==> src/rtl/dma_seq_pkg.sv <==
package dma_seq_pkg;
    typedef enum logic [2:0] {
        CFG_ADDR = 3'd0,
        CFG_CNT  = 3'd1,
        CFG_MODE = 3'd2,
        CFG_MASK = 3'd3,
        CFG_XFER = 3'd4
    } cfg_kind_e;

    localparam int unsigned MODE_DEC_BIT  = 0;
    localparam int unsigned MODE_AUTO_BIT = 1;
    localparam int unsigned MODE_WIDE_BIT = 2;
endpackage

==> src/rtl/dma_seq_chan.sv <==
module dma_seq_chan #(
    parameter int unsigned AW = 16
) (
    input  logic          clk_i,
    input  logic          rst_i,
    input  logic          wr_addr_i,
    input  logic          wr_cnt_i,
    input  logic          wr_mode_i,
    input  logic [AW-1:0] wdata_i,
    input  logic          hit_i,
    input  logic          ext_end_i,
    output logic [AW-1:0] cur_addr_o,
    output logic          wide_o,
    output logic          auto_o,
    output logic          tc_hit_o,
    output logic          end_o
);
    import dma_seq_pkg::*;

    typedef struct packed {
        logic [AW-1:0] base_a;
        logic [AW-1:0] base_c;
        logic [AW-1:0] cur_a;
        logic [AW-1:0] cur_c;
        logic          dec;
        logic          autoi;
        logic          wide;
    } chan_t;

    chan_t ch_d, ch_q;
    logic [AW-1:0] unit;

    always_comb begin
        ch_d     = ch_q;
        unit     = ch_q.wide ? AW'(2) : AW'(1);
        tc_hit_o = hit_i && (ch_q.cur_c == '0);
        end_o    = tc_hit_o || ext_end_i;
        if (hit_i) begin
            ch_d.cur_a = ch_q.dec ? (ch_q.cur_a - unit) : (ch_q.cur_a + unit);
            ch_d.cur_c = ch_q.cur_c - AW'(1);
        end
        if (end_o && ch_q.autoi) begin
            ch_d.cur_a = ch_q.base_a;
            ch_d.cur_c = ch_q.base_c;
        end
        if (wr_addr_i) begin
            ch_d.base_a = wdata_i;
            ch_d.cur_a  = wdata_i;
        end
        if (wr_cnt_i) begin
            ch_d.base_c = wdata_i;
            ch_d.cur_c  = wdata_i;
        end
        if (wr_mode_i) begin
            ch_d.dec   = wdata_i[MODE_DEC_BIT];
            ch_d.autoi = wdata_i[MODE_AUTO_BIT];
            ch_d.wide  = wdata_i[MODE_WIDE_BIT];
        end
    end

    always_ff @(posedge clk_i) begin
        if (rst_i) ch_q <= '0;
        else       ch_q <= ch_d;
    end

    assign cur_addr_o = ch_q.cur_a;
    assign wide_o     = ch_q.wide;
    assign auto_o     = ch_q.autoi;
endmodule

==> src/rtl/dma_seq_hib.sv <==
module dma_seq_hib #(
    parameter int unsigned HW = 8
) (
    input  logic          clk_i,
    input  logic          rst_i,
    input  logic          hit_i,
    input  logic [HW-1:0] addr_hi_i,
    output logic          strb_o
);
    typedef struct packed {
        logic [HW-1:0] last_hi;
        logic          vld;
    } hib_t;

    hib_t hb_d, hb_q;

    always_comb begin
        hb_d = hb_q;
        if (hit_i) begin
            hb_d.last_hi = addr_hi_i;
            hb_d.vld     = 1'b1;
        end
    end

    always_ff @(posedge clk_i) begin
        if (rst_i) hb_q <= '0;
        else       hb_q <= hb_d;
    end

    assign strb_o = !hb_q.vld || (hb_q.last_hi != addr_hi_i);
endmodule

==> src/rtl/dma_seq.sv <==
module dma_seq #(
    parameter int unsigned NCH = 4,
    parameter int unsigned AW  = 16,
    parameter int unsigned HW  = 8,
    parameter int unsigned CW  = $clog2(NCH)
) (
    input  logic             clk_i,
    input  logic             rst_i,
    input  logic             cfg_we_i,
    input  logic [2:0]       cfg_kind_i,
    input  logic [CW-1:0]    cfg_ch_i,
    input  logic [AW-1:0]    cfg_data_i,
    input  logic [CW-1:0]    act_ch_i,
    input  logic             step_i,
    input  logic             eop_i,
    input  logic             first_i,
    input  logic             stat_rd_i,
    output logic [AW-1:0]    addr_o,
    output logic             tc_o,
    output logic [2*NCH-1:0] status_o,
    output logic             strb_o,
    output logic             dw_o
);
    import dma_seq_pkg::*;

    typedef struct packed {
        logic [NCH-1:0] mask;
        logic [NCH-1:0] done;
        logic           tcp;
        logic           m2m;
    } top_t;

    top_t st_d, st_q;

    logic [AW-1:0]  cur_a [NCH];
    logic [NCH-1:0] wide_v, auto_v, tch_v, end_v, hit_v, ext_v;
    logic [NCH-1:0] m2m_excl;
    logic [AW-1:0]  sel_a;
    logic           hit_any;
    cfg_kind_e      kind;

    assign kind = cfg_kind_e'(cfg_kind_i);

    for (genvar g = 0; g < NCH; g++) begin : g_ch
        assign hit_v[g] = step_i && (act_ch_i == CW'(g)) && !st_q.mask[g];
        assign ext_v[g] = eop_i  && (act_ch_i == CW'(g)) && !st_q.mask[g];

        dma_seq_chan #(.AW(AW)) i_chan (
            .clk_i      (clk_i),
            .rst_i      (rst_i),
            .wr_addr_i  (cfg_we_i && kind == CFG_ADDR && cfg_ch_i == CW'(g)),
            .wr_cnt_i   (cfg_we_i && kind == CFG_CNT  && cfg_ch_i == CW'(g)),
            .wr_mode_i  (cfg_we_i && kind == CFG_MODE && cfg_ch_i == CW'(g)),
            .wdata_i    (cfg_data_i),
            .hit_i      (hit_v[g]),
            .ext_end_i  (ext_v[g]),
            .cur_addr_o (cur_a[g]),
            .wide_o     (wide_v[g]),
            .auto_o     (auto_v[g]),
            .tc_hit_o   (tch_v[g]),
            .end_o      (end_v[g])
        );
    end

    assign hit_any  = |hit_v;
    assign m2m_excl = st_q.m2m ? NCH'(1) : '0;

    always_comb begin
        st_d      = st_q;
        st_d.tcp  = |(tch_v & ~m2m_excl);
        st_d.done = (stat_rd_i ? '0 : st_q.done) | end_v;
        for (int i = 0; i < NCH; i++) begin
            if (end_v[i] && !auto_v[i]) st_d.mask[i] = 1'b1;
        end
        if (cfg_we_i && kind == CFG_MASK) st_d.mask[cfg_ch_i] = cfg_data_i[0];
        if (cfg_we_i && kind == CFG_XFER) st_d.m2m = cfg_data_i[0];
    end

    always_ff @(posedge clk_i) begin
        if (rst_i) begin
            st_q.mask <= '1;
            st_q.done <= '0;
            st_q.tcp  <= 1'b0;
            st_q.m2m  <= 1'b0;
        end else begin
            st_q <= st_d;
        end
    end

    assign sel_a    = cur_a[act_ch_i];
    assign addr_o   = wide_v[act_ch_i] ? {sel_a[AW-1:1], 1'b0} : sel_a;
    assign dw_o     = !(first_i && wide_v[act_ch_i]);
    assign tc_o     = st_q.tcp;
    assign status_o = {st_q.mask, st_q.done};

    dma_seq_hib #(.HW(HW)) i_hib (
        .clk_i     (clk_i),
        .rst_i     (rst_i),
        .hit_i     (hit_any),
        .addr_hi_i (addr_o[AW-1:AW-HW]),
        .strb_o    (strb_o)
    );
endmodule

==> config.mk <==
export PLATFORM = sky130hd
export DESIGN_NAME = dma_seq
export DESIGN_NICKNAME = d
export VERILOG_FILES = /design/src/rtl/dma_seq_pkg.sv /design/src/rtl/dma_seq_chan.sv /design/src/rtl/dma_seq_hib.sv /design/src/rtl/dma_seq.sv
export SDC_FILE = /design/constraint.sdc
export NUM_CORES = 1
export LEC_CHECK = 0
export BUFFER_PORTS_ARGS = -buffer_cell sky130_fd_sc_hd__buf_2
export CORE_ASPECT_RATIO = 0.8
export CORE_MARGIN = 2
export CORE_UTILIZATION = 65
export DETAILED_ROUTE_END_ITERATION = 10
export PLACE_DENSITY = 0.83
export SYNTH_ARGS = -nofsm -noshare
export SYNTH_HDL_FRONTEND = slang
export SYNTH_SLANG_ARGS = --single-unit
export TNS_END_PERCENT = 50
==> constraint.sdc <==
create_clock -name clk_i -period 8.95 [get_ports clk_i]
set_clock_uncertainty 0.05 [all_clocks]
set_input_delay 2.2375 -clock clk_i [delete_from_list [all_inputs] [get_ports clk_i]]
set_output_delay 2.2375 -clock clk_i [all_outputs]
set_load 0.05 [all_outputs]
[Word-level counts from Yosys, hierarchy flattened]
Index checks and enable logic that the tools add are counted.
Cells by class
  bitwise logic cells: 4
  $add $sub $neg: 12
  reductions and logical operators: 79
  muxes and demuxes: 40
  magnitude comparators: 4
  eq/ne operators: 11
Operator list (count)
  2-to-1 mux 32 bit: 8
  2-to-1 mux 16 bit: 14
  adder 16 bit: 4
  logical NOT 16 bit: 4
  subtractor 16 x 1 -> 16 bit, second input constant: 4
  subtractor 16 bit: 4
  logical AND 1 bit: 47
  binary-select mux 16 bit (select 2 bit): 1
  nonzero test 3 bit: 8
  logical NOT 1 bit: 10
  equality test 2 bit, second input constant: 4
  2-to-1 mux 1 bit: 8
  2-to-1 mux 2 bit: 4
  2-to-1 mux 4 bit: 2
  != test 8 bit: 1
  OR reduction 4 bit: 2
  equality test 3 x 2 -> 1 bit, second input constant: 2
  < comparator 2 x 3 -> 1 bit, second input constant: 2
  logical OR 1 bit: 5
  AND 4 bit: 1
  bitwise mux 4 bit: 1
  equality test 2 x 1 -> 1 bit, second input constant: 2
  logical NOT 2 bit: 2
  NOT 1 -> 4 bit: 1
  9 further kinds: 9
Word-level totals
  input bits: 30
  output and inout bits: 27
  flip-flop bits (word level): 287
  word-level logic and storage cells: 184

[Logic depth before layout (Yosys ltp)]
  depth in word-level cells: 9
  depth in mapped cells: 12

[By module]
From an unflattened synthesis, not the netlist that was laid out.
Unflattened totals
  cell total of the unflattened synthesis: 2184
  area total of the unflattened synthesis: 17824.6 um2
By module, submodules not included
  dma_seq_chan at g_ch[0].i_chan ...: area an instance 3990.1 um2, seq. area each 1341.3 um2, cells an instance 491, times used 2
  dma_seq_chan at g_ch[3].i_chan: area an instance 4270.3 um2, seq. area each 1341.3 um2, cells an instance 527, times used 1
  dma_seq_chan at g_ch[2].i_chan: area an instance 4132.7 um2, seq. area each 1341.3 um2, cells an instance 533, times used 1
  dma_seq: area an instance 1044.8 um2, seq. area each 200.2 um2, cells an instance 102, times used 1
  dma_seq_hib: area an instance 396.6 um2, seq. area each 180.2 um2, cells an instance 40, times used 1

[Worst setup path before layout]
OpenSTA, ideal clock, no wires.
  path kind: in2out
  start point: in act_ch_i[0]
  end point: out strb_o
  arrival time: 4.367 ns
  stages on the path: 6
  data required time: 6.662 ns
  slack: 2.295 ns
  path through: buf_2 > buf_2 > mux4_2 > xor2_1 > nor4_1 > nand4_1
On the way
  longest elaborated chain between the ends: 6
RTL lines
  start, declared: line dma_seq.sv:13  | input logic [CW-1:0] act_ch_i,
  NOT 2 -> 3 bit (implied by the code): line dma_seq.sv:90  | assign sel_a = cur_a[act_ch_i];
  binary-select mux 16 bit (select 2 bit): line dma_seq.sv:90
  2-to-1 mux 16 bit (implied by the code) (2 in a row): line dma_seq.sv:90
  via addr_o[12]: line dma_seq.sv:18  | output logic [AW-1:0] addr_o,
  != test 8 bit: line dma_seq_hib.sv:30  | assign strb_o = !hb_q.vld || (hb_q.last_hi != addr_hi_i);
  logical OR 1 bit: line dma_seq_hib.sv:30
  end, declared: line dma_seq.sv:21  | output logic strb_o,
The timed path passes the listed nets, and every way through them passes these cells. The select of a mux whose other input is x is not followed.

[Final worst setup path]
  start point: in act_ch_i[0]
  end point: out strb_o
On the way
  longest elaborated chain between the ends: 6
RTL lines (line)
  NOT 2 -> 3 bit (implied by the code): dma_seq.sv:90
  binary-select mux 16 bit (select 2 bit): dma_seq.sv:90
  2-to-1 mux 16 bit (implied by the code) (2 in a row): dma_seq.sv:90
  != test 8 bit: dma_seq_hib.sv:30
  logical OR 1 bit: dma_seq_hib.sv:30
Every way passes these cells. The select of a mux whose other input is x is not followed.

==> flow_summary.yaml <==
flow_run:
  max_cap_violations: 0
sta:
  grt_setup_unrepaired: "no"
  fmax_mhz: 158
  hold_viol: 0
  finalSetupTns_ps: 0
  drv_slew: 0
  holdWs_ps: 403
  finalCritPeriodShare_pct: 70.9
  slew_headroom_pct: 19.7
  period_minus_slack_ps: 6350
  layout_setup_ws_ps: 2600
  tightest_slew_ps: 1200
  finalSetupViolations: 0
placed_design:
  port_buffers: 56
  place_inst: 2373
  placed_cell_area_mm2: 0.0167
  hpwl_um: 34000
  dp_slack_ps: 2610
  place_congestion: 0.959
synth:
  synth_area_mm2: 0.0164
  synthCells: 2119
  ys_ff_latch: 287
  async_flop_share_pct: 0
  synthFlopType: "dfxtp_1"
  synth-edff-count: 0
  ys_seq_area_share_pct: 35.1
  ys_warn_count: 0
  synth.avg_cell_area_um2: 7.73
  yosysUniqueCellTypes: 80
  synth_fp_nets: 2221
detailed_routing:
  drcViolationCount: 0
  routedWlPerCell_um: 21.3
  ant_nets: 0
  vias_per_cell: 6.79
  routed_wl_um: 51700
  dr_total_vias: 16500
  firstDrtPassIters: 6
  drt_iter0_drc: 2005
floorplanning:
  fp.dieArea_mm2: 0.0265
  fp.dieH_um: 146
  core-area_mm2: 0.0246
  placementRows: 51
  initial_utilization_pct: 66.6
  die_w_um: 181
  io_pins: 57
critical_path:
  arrival_ps: 4060
  critPathKind: "in -> out"
  worstPathMaxFanout: 22
  cp-end-kind: "output port"
  cp-endpoint: "strb_o"
  startpoint: "act_ch_i[0]"
  worst_ep_required_time_ps: 6660
  reg2reg_to: "g_ch[0].i_chan.ch_q[9]$_SDFFE_PP0P_"
  reg2reg_depth: 8
  timing.rr.start: "g_ch[0].i_chan.ch_q[10]$_SDFFE_PP0P_"
  rrSetupSlack_ps: 5360
  worstSetupStartpointType: "input pin"
global_routing:
  grt_max_degree: 150
  grt_pass1_vias: 15400
  grt_pass1_wl_um: 81500
  grt_antenna_before_repair: 3
  track_usage_pct: 37.9
  grt_overflow: 0
cts:
  clockBufferDepth: 3
  htreeDepth: 1
  cts_root_buffer: "clkbuf_16"
  cts_tree: "yes"
  clkLatencyLatePin_ps: 560
  cts_resized: 0
  clock-sinks: 287
  holdBufCountCts: 0
  cts_setup_buffers: 0
  clkSlewWorstSetupHoldPaths_ps: 60
  cts_buffers: 30
finish:
  final_cells: 2429
  final_common_cell: "nand2_1"
  final_cell_mix: "387 x nand2_1, 292 x a21oi_1, 287 x dfxtp_1"
  multi_input_area_mm2: 0.00989
  design_area_mm2: 0.0177
  post-route-util_pct: 72.0
  fill_cells: 1913
  diodes: 0
  drive_gt1_share_pct: 8.53
  syn2layout_area_growth_pct: 8.11
  nets: 2189
  seq_area_mm2: 0.00575
power:
  vdd_drop_max_v: 0.000175
  finalPower_mw: 2.75
  leakage_nw: 6.69
  powerDensity_mw_per_mm2: 156
min_path:
  hold_path.class: "reg -> reg"
outcome:
  outcome: "finished clean"
[worst min path at each step]
stage	start	end	slack [ps]	depth (start not counted)
3_3_place_gp	g_ch[0].i_chan.ch_q[47]$_SDFFE_PP0P_	g_ch[0].i_chan.ch_q[47]$_SDFFE_PP0P_	390	2
5_1_grt	g_ch[3].i_chan.ch_q[41]$_SDFFE_PP0P_	g_ch[3].i_chan.ch_q[41]$_SDFFE_PP0P_	420	2
3_5_place_dp	g_ch[2].i_chan.ch_q[66]$_SDFFE_PP0P_	g_ch[2].i_chan.ch_q[66]$_SDFFE_PP0P_	400	2
6_report	g_ch[3].i_chan.ch_q[38]$_SDFFE_PP0P_	g_ch[3].i_chan.ch_q[38]$_SDFFE_PP0P_	400	2
2_1_floorplan	i_hib.hb_q[0]$_SDFFE_PP0P_	i_hib.hb_q[0]$_SDFFE_PP0P_	380	2
4_1_cts	g_ch[2].i_chan.ch_q[66]$_SDFFE_PP0P_	g_ch[2].i_chan.ch_q[66]$_SDFFE_PP0P_	410	2
[cell usage after synthesis (5+ instances only)]
library cell	instances	area share [%]
a211o_1	5	0.27
a211oi_1	27	1.2
a21o_1	14	0.64
a21oi_1	293	9.0
a221o_1	31	1.9
a221oi_1	17	0.91
a22oi_1	8	0.37
a311oi_1	9	0.48
a31oi_1	25	0.96
and2_1	9	0.34
and3_1	9	0.34
buf_1	9	0.21
buf_2	14	0.43
buf_4	6	0.28
clkbuf_1	114	2.6
dfxtp_1	287	35
ha_1	68	5.2
inv_1	39	0.89
mux2i_1	20	1.2
mux4_2	17	2.3
nand2_1	387	8.9
nand2b_1	16	0.61
nand3_1	32	0.98
nand4_1	11	0.42
nor2_1	166	3.8
nor2b_1	20	0.76
nor3_1	96	2.9
nor3b_1	8	0.37
nor4_1	24	0.92
o211ai_1	38	1.7
o21a_1	13	0.60
o21ai_0	90	2.8
o21ai_1	6	0.18
o21bai_1	10	0.46
o221ai_1	5	0.27
o311ai_0	8	0.43
o31ai_1	6	0.28
or2_2	5	0.19
or3_1	14	0.54
xnor2_1	31	1.7
xor2_1	35	1.9
[worst max-delay path: stages]
cell and delay [ps]:
buf_2 300, buf_4 380, mux4_2 610, xnor2_1 150
nand4_1 90, buf_2 270
[state kept, by name (all words and copies together), names as in the netlist]
signal and cells:
i_hib.hb_q 9, g_ch.i_chan.wide_o 4, g_ch.i_chan.auto_o 4, st_q 1, status_o 8, g_ch.i_chan.cur_addr_o 64, tc_o 1, g_ch.i_chan.ch_q 196
[layout make-up]
type | instances | area share (%)
multi-input cells | 1647 | 55.9
flip-flops and latches | 287 | 32.5
clock buffers | 45 | 5.25
repair buffers | 82 | 2.81
well taps | 318 | 2.25
inverters | 39 | 0.827
clock inverters | 11 | 0.495
[metal layers]
| metal | up-vias | track usage [%] | part of all wire, % |
|---|---|---|---|
| li1 | 7592 | - | - |
| met1 | 7653 | 49.4 | 39 |
| met2 | 1009 | 58.1 | 43 |
| met3 | 230 | 8.66 | 12 |
| met4 | 4 | 21.6 | 6.5 |
| met5 | - | 0 | 0.048 |
[power breakdown]
| group | internal [mW] | switching, mW |
|---|---|---|
| sequential | 1.29 | 0.0122 |
| clock | 0.743 | 0.537 |
| combinational | 0.0504 | 0.123 |
[cell families (layout without fill, tap and decap cells)]
group / Yosys count / count (layout) / synth area share, %
and+or+nand+nor: 826 / 826 / 22.8
AOI/OAI and AO/OA: 645 / 645 / 24.6
DFF: 287 / 287 / 35.1
buffers and inverters: 185 / 177 / 4.65
adders and majority gates: 72 / 72 / 5.69
xor gates and xnor gates: 66 / 66 / 3.53
muxes: 38 / 38 / 3.63
Power figures use the tool's default switching activity.
